**config.mk**
```make
export PLATFORM = sky130hd
export DESIGN_NAME = lic_regfile
export DESIGN_NICKNAME = d
export VERILOG_FILES = /design/src/rtl/lic_pkg.sv /design/src/rtl/lic_decode.sv /design/src/rtl/lic_core_regs.sv /design/src/rtl/lic_rd_mux.sv /design/src/rtl/lic_regfile.sv
export SDC_FILE = /design/constraint.sdc
export NUM_CORES = 1
export LEC_CHECK = 0
export ABC_AREA = 1
export BUFFER_PORTS_ARGS = -buffer_cell sky130_fd_sc_hd__buf_4
export CORE_AREA = 2 2 263 265
export CTS_BUF_LIST = sky130_fd_sc_hd__clkbuf_8
export DETAILED_ROUTE_END_ITERATION = 7
export DIE_AREA = 0 0 265 267
export HOLD_SLACK_MARGIN = 0.15
export PLACE_DENSITY_LB_ADDON = 0.25
export SYNTH_ARGS = -nofsm -noshare
export SYNTH_HDL_FRONTEND = slang
export SYNTH_HIERARCHICAL = 1
export SYNTH_SLANG_ARGS = --single-unit
```
**constraint.sdc**
```tcl
create_clock -name clk -period 2.7 [get_ports clk]
set_clock_uncertainty 0.05 [all_clocks]
set_input_delay 0.54 -clock clk [delete_from_list [all_inputs] [get_ports clk]]
set_output_delay 0.54 -clock clk [all_outputs]
set_load 0.02 [all_outputs]
```
**src/rtl/lic_pkg.sv**
```systemverilog
package lic_pkg;
  typedef enum logic [3:0] {
    RG_NONE, RG_IDENT, RG_VERS, RG_PRIO, RG_EOI, RG_SPUR, RG_INS, RG_REQ, RG_TMR
  } region_t;

  // expand byte enables into a bit mask over the data word
  function automatic logic [31:0] lane_mask(input logic [3:0] be);
    logic [31:0] m;
    for (int i = 0; i < 4; i++) m[8*i +: 8] = {8{be[i]}};
    return m;
  endfunction

  // enabled lanes take the new data, the rest keep the old word
  function automatic logic [31:0] lane_merge(input logic [31:0] old_w,
                                             input logic [31:0] new_w,
                                             input logic [3:0]  be);
    logic [31:0] m;
    m = lane_mask(be);
    return (old_w & ~m) | (new_w & m);
  endfunction
endpackage

```
**src/rtl/lic_decode.sv**
```systemverilog
module lic_decode
  import lic_pkg::*;
#(
  parameter int ROWW   = 8,
  parameter int NWORDS = 8,
  localparam int IDXW  = (NWORDS > 1) ? $clog2(NWORDS) : 1
) (
  input  logic [ROWW-1:0] row,
  output region_t         region,
  output logic [IDXW-1:0] word_idx,
  output logic [1:0]      tmr_idx
);
  localparam int INS_BASE = 'h10;
  localparam int REQ_BASE = 'h20;

  always_comb begin
    region   = RG_NONE;
    word_idx = '0;
    tmr_idx  = 2'd0;
    if (int'(row) >= INS_BASE && int'(row) < INS_BASE + NWORDS) begin
      region   = RG_INS;
      word_idx = IDXW'(int'(row) - INS_BASE);
    end else if (int'(row) >= REQ_BASE && int'(row) < REQ_BASE + NWORDS) begin
      region   = RG_REQ;
      word_idx = IDXW'(int'(row) - REQ_BASE);
    end else begin
      case (int'(row))
        'h02: region = RG_IDENT;
        'h03: region = RG_VERS;
        'h08: region = RG_PRIO;
        'h0B: region = RG_EOI;
        'h0F: region = RG_SPUR;
        'h32: begin region = RG_TMR; tmr_idx = 2'd0; end
        'h38: begin region = RG_TMR; tmr_idx = 2'd1; end
        'h39: begin region = RG_TMR; tmr_idx = 2'd2; end
        'h3E: begin region = RG_TMR; tmr_idx = 2'd3; end
        default: region = RG_NONE;
      endcase
    end
  end
endmodule

```
**src/rtl/lic_core_regs.sv**
```systemverilog
module lic_core_regs
  import lic_pkg::*;
#(
  parameter logic [8:0] SPUR_RST = 9'h1FF
) (
  input  logic        clk,
  input  logic        rst_n,
  input  logic        we_ident,
  input  logic        we_prio,
  input  logic        we_spur,
  input  logic [3:0]  be,
  input  logic [31:0] wdata,
  output logic [31:0] ident_q,
  output logic [7:0]  prio_q,
  output logic [8:0]  spur_q
);
  logic [31:0] prio_next, spur_next;
  assign prio_next = lane_merge({24'd0, prio_q}, wdata, be);
  assign spur_next = lane_merge({23'd0, spur_q}, wdata, be);

  always_ff @(posedge clk or negedge rst_n) begin
    if (!rst_n) begin
      ident_q <= '0;
      prio_q  <= '0;
      spur_q  <= SPUR_RST;
    end else begin
      if (we_ident) ident_q <= lane_merge(ident_q, wdata, be);
      if (we_prio)  prio_q  <= prio_next[7:0];
      if (we_spur)  spur_q  <= spur_next[8:0];
    end
  end
endmodule

```
**src/rtl/lic_rd_mux.sv**
```systemverilog
module lic_rd_mux
  import lic_pkg::*;
#(
  parameter int NWORDS = 8,
  parameter logic [31:0] VERS_WORD = 32'h0005_0014,
  localparam int IDXW = (NWORDS > 1) ? $clog2(NWORDS) : 1
) (
  input  region_t            region,
  input  logic [IDXW-1:0]    word_idx,
  input  logic [3:0]         be,
  input  logic [31:0]        ident_q,
  input  logic [7:0]         prio_q,
  input  logic [8:0]         spur_q,
  input  logic [32*NWORDS-1:0] ins_bits,
  input  logic [32*NWORDS-1:0] req_bits,
  input  logic [31:0]        tmr_rdata,
  output logic [31:0]        rdata
);
  logic [31:0] word;
  always_comb begin
    case (region)
      RG_IDENT: word = ident_q;
      RG_VERS:  word = VERS_WORD;
      RG_PRIO:  word = {24'd0, prio_q};
      RG_SPUR:  word = {23'd0, spur_q};
      RG_INS:   word = ins_bits[32*int'(word_idx) +: 32];
      RG_REQ:   word = req_bits[32*int'(word_idx) +: 32];
      RG_TMR:   word = tmr_rdata;
      default:  word = '0;
    endcase
  end
  assign rdata = word & lane_mask(be);
endmodule

```
**src/rtl/lic_regfile.sv**
```systemverilog
module lic_regfile
  import lic_pkg::*;
#(
  parameter int AW       = 12,
  parameter int NVEC     = 256,
  parameter logic [7:0] VERS_NUM  = 8'h14,
  parameter logic [7:0] MAX_ENTRY = 8'd5,
  localparam int NWORDS  = NVEC / 32,
  localparam int ROWW    = AW - 4,
  localparam int IDXW    = (NWORDS > 1) ? $clog2(NWORDS) : 1
) (
  input  logic          clk,
  input  logic          rst_n,
  input  logic          bus_sel,
  input  logic          bus_wr,
  input  logic [AW-1:0] bus_off,
  input  logic [3:0]    bus_be,
  input  logic [31:0]   bus_wdata,
  output logic [31:0]   bus_rdata,
  input  logic [NVEC-1:0] ins_bits,
  input  logic [NVEC-1:0] req_bits,
  output logic          glob_en,
  output logic [7:0]    cur_prio,
  output logic          eoi_pulse,
  output logic          tmr_sel,
  output logic          tmr_wr,
  output logic [1:0]    tmr_idx,
  output logic [3:0]    tmr_be,
  output logic [31:0]   tmr_wdata,
  input  logic [31:0]   tmr_rdata
);
  localparam logic [31:0] VERS_WORD = {8'd0, MAX_ENTRY, 8'd0, VERS_NUM};

  region_t         region;
  logic [IDXW-1:0] word_idx;
  logic            wr_hit;
  logic [31:0]     ident_q;
  logic [7:0]      prio_q;
  logic [8:0]      spur_q;

  lic_decode #(.ROWW(ROWW), .NWORDS(NWORDS)) u_dec (
    .row(bus_off[AW-1:4]), .region(region), .word_idx(word_idx), .tmr_idx(tmr_idx)
  );

  assign wr_hit = bus_sel && bus_wr;

  lic_core_regs u_regs (
    .clk(clk), .rst_n(rst_n),
    .we_ident(wr_hit && region == RG_IDENT),
    .we_prio (wr_hit && region == RG_PRIO),
    .we_spur (wr_hit && region == RG_SPUR),
    .be(bus_be), .wdata(bus_wdata),
    .ident_q(ident_q), .prio_q(prio_q), .spur_q(spur_q)
  );

  lic_rd_mux #(.NWORDS(NWORDS), .VERS_WORD(VERS_WORD)) u_rd (
    .region(region), .word_idx(word_idx), .be(bus_be),
    .ident_q(ident_q), .prio_q(prio_q), .spur_q(spur_q),
    .ins_bits(ins_bits), .req_bits(req_bits), .tmr_rdata(tmr_rdata),
    .rdata(bus_rdata)
  );

  assign glob_en   = spur_q[8];
  assign cur_prio  = prio_q;
  assign eoi_pulse = wr_hit && region == RG_EOI;
  assign tmr_sel   = bus_sel && region == RG_TMR;
  assign tmr_wr    = tmr_sel && bus_wr;
  assign tmr_be    = bus_be;
  assign tmr_wdata = bus_wdata;
endmodule

```
==> flow_metrics.py <==
metrics = {
    "die": {
        "std_cell_rows": 96,
        "core_area_mm2": 0.06799,
        "fp.dieH_um": 267,
        "ios": 678,
        "dieArea_mm2": 0.07076,
        "start_util": 0.1228,
        "die_w_um": 265,
    },
    "worst_setup_path": {
        "crit_slowest_cell": "buf_16",
        "crit_fanout": 33,
        "crit_chain": "buf_8, inv_8, nand2_8, nor2_4, nand4_1, nand2_2, inv_2, nor2_4, buf_12, nand2_8, buf_16, buf_12, nand2_1, nand3_1, nand3_1, nand3_1, nand3_4, a21oi_4, buf_6",
        "cpMostUsedCell": "nand3_1",
        "startpoint_type": "input port",
        "critPathMaxStageDelay_ps": 200,
        "crit_type": "input port to output port",
        "arrival_ps": 2780,
        "crit_required_ps": 2110,
        "worst_r2r_path_depth": 2,
        "rrSetupSlack_ps": 1920,
        "critPathCaptureType": "output port",
    },
    "finish": {
        "drive_above_1_share": 0.5783,
        "fin_area_mm2": 0.01986,
        "nNetsFinal": 2945,
        "area_delta_synth_final_pct": 137.9,
        "fillers": 7465,
        "finalNonFillerCells": 3233,
    },
    "drt": {
        "viasPerCell": 4.537,
        "totalWireLength_um": 72610,
        "wl_per_cell_um": 22.46,
        "drtIter0Drc": 1161,
        "drtAntennaViolNets": 0,
        "vias": 14668,
        "post-route-drc-count": 0,
        "firstDrtPassIters": 6,
    },
    "cts": {
        "cts.clk_slew.worst_paths_ps": 110,
        "htree_levels": 2,
        "cts_tree": "yes",
        "root_buffer": "clkbuf_8",
        "clk_latency_ps": 330,
        "cts_made_buffers": 5,
        "clock_sinks": 49,
        "cts_buffer_depth": 2,
    },
    "placed_design": {
        "dp.cells": 3152,
        "pre_cts_slack_ps": -997.2,
        "place.gp.congestion": 0.9083,
        "portBuffers": 673,
        "placed_area_mm2": 0.01600,
        "hpwl_um": 54520,
    },
    "yosys": {
        "synth_compound_area_frac": 0.05981,
        "avgSynthCellArea_um2": 5.240,
        "synth_common_cells": "618 x nand2_1, 574 x nand3_1, 65 x inv_1, 49 x buf_2, 49 x clkbuf_1",
        "synth_top_family_by_area": "simple AND/OR/NAND/NOR gates",
        "ys_async_sr_fraction": 1.000,
        "synth_area_mm2": 0.008347,
        "synth_edf_count": 0,
        "yosysMostFrequentCell": "nand2_1",
        "synth-xor-area-share": 0,
        "ys_seq_area_frac": 0.1483,
        "synth_seq_cells": 49,
        "ys_warn_count": 6,
        "synthesis.nets": 2189,
        "syn_inst": 1593,
        "ys_top_cells_by_area": "nand3_1 34%, nand2_1 28%, dfrtp_1 12%",
        "yosysTopAreaCell": "nand3_1",
        "synth-adder-area-share": 0,
        "synth_ff_type": "dfrtp_1",
        "synth_mux_area_frac": 0,
        "synth.distinct_cells": 27,
        "netlist.area_leader.share": 0.3442,
        "synth-simple-area-share": 0.6524,
    },
    "sta": {
        "final_max_slew_viol_count": 0,
        "relSlewSlack": 0.4855,
        "fmax_mhz": 296.3,
        "final_hold_viol_count": 0,
        "worstMarginPinSlew_ps": 770.9,
        "rsz0062_at_grt": "true",
        "fin_crit_ps": 3375,
        "setup_violations": 32,
        "finalCritPeriodShare": 1.250,
        "final.setup.worst_slack_ps": -674.8,
    },
    "pwr": {
        "power_leakage_nw": 9.261,
        "max-vdd-ir-drop_mv": 0.1810,
        "power_density_mw_per_mm2": 150.2,
        "power.total_mw": 2.983,
    },
    "grt": {
        "grt_pass1_wl_um": 100100,
        "grt_pass1_vias": 14595,
        "grt_usage": 0.1920,
        "gr-total-overflow": 0,
        "antenna_found_initial": 2,
        "grt_max_degree": 50,
    },
    "hold_path": {
        "hold_class": "input port to async pin",
    },
    "run_status": {
        "status": "finished with violations",
        "violations": "setup timing",
    },
    "job": {
        "maxCapViolations": 0,
    },
}
cells by family after synthesis:
kind of cell / after synthesis
DFF: 49
and+or+nand+nor: 1236
buffers and inverters: 238
AOI/OAI and AO/OA: 70
report_power, final:
part | total, mW | internal, mW | switching, mW
Sequential | 0.822 | 0.790 | 0.0319
Clock | 0.501 | 0.195 | 0.306
Combinational | 1.66 | 0.895 | 0.765
Total | 2.98 | 1.88 | 1.10
what timing repair did:
action	4_1_cts	5_1_grt
hold buffers	0	0
endpoints found under the setup margin	32	33
pin swaps	100	113
buffers inserted	64	9
gates resized for setup	407	189
gates cloned	26	1
worst max-delay path, delay by kind of cell:
| kind | cells | cell delay, ps |
|---|---|---|
| simple gates | 11 | 1260 |
| buf+inv | 7 | 860 |
| compound gates | 1 | 70 |
layer usage:
metal | up-vias | routed length [µm] | share of wire | GRT usage
met3 | 69 | 4586 | 0.063 | 0.02159
met2 | 711 | 34870 | 0.48 | 0.3306
li1 | 6827 | - | - | -
met5 | - | 0 | 0 | 0
met1 | 7061 | 31450 | 0.43 | 0.2551
met4 | 0 | 1701 | 0.023 | 0.04581
cell type report:
class	instances	area, µm²	share of cell area
diodes	1	2.502	0.0001260
clock buffers	5	68.82	0.003465
clock inverters	3	28.78	0.001449
inverters	73	330.3	0.01663
multi-input cells	1308	8763	0.4413
flip-flops and latches	49	1237	0.06232
well taps	882	1104	0.05557
repair buffers	912	8323	0.4191
how the worst max path moves through the flow:
stage           startpoint             to  slack [ps]  depth (start not counted)
2_1_floorplan  bus_off[11]   bus_rdata[7]           1                         15
3_3_place_gp    bus_off[8]  bus_rdata[11]       -1010                         16
3_5_place_dp    bus_off[8]  bus_rdata[11]       -1000                         16
4_1_cts        bus_off[10]   bus_rdata[1]        -760                         21
5_1_grt        bus_off[10]  bus_rdata[11]        -790                         20
6_report       bus_off[10]  bus_rdata[28]        -670                         19
placed cells by master, fill, tap and decap left out, types with 33 or more instances in the layout:
master and n:
nand3_4 81, inv_1 57, nand2_1 539, a21oi_4 33, buf_6 62, nand3_2 181, nand3_1 314, buf_12 46
nand2_2 61, buf_4 765, dfrtp_1 40
through the flow:
| step | util | setup TNS (ps) | hold WS [ps] |
|---|---|---|---|
| 6_report | 0.2921 | -19640 | 183.9 |
| 5_1_grt | 0.2921 | -23360 | 207.5 |
| 4_1_cts | 0.2824 | -21210 | 188.9 |
| 3_5_place_dp | 0.2354 | -27240 | 405.9 |
| 3_3_place_gp | 0.2354 | -26410 | 405.3 |
| 2_1_floorplan | - | 0 | 194.4 |
No activity file was read; power rests on OpenSTA's default activity.
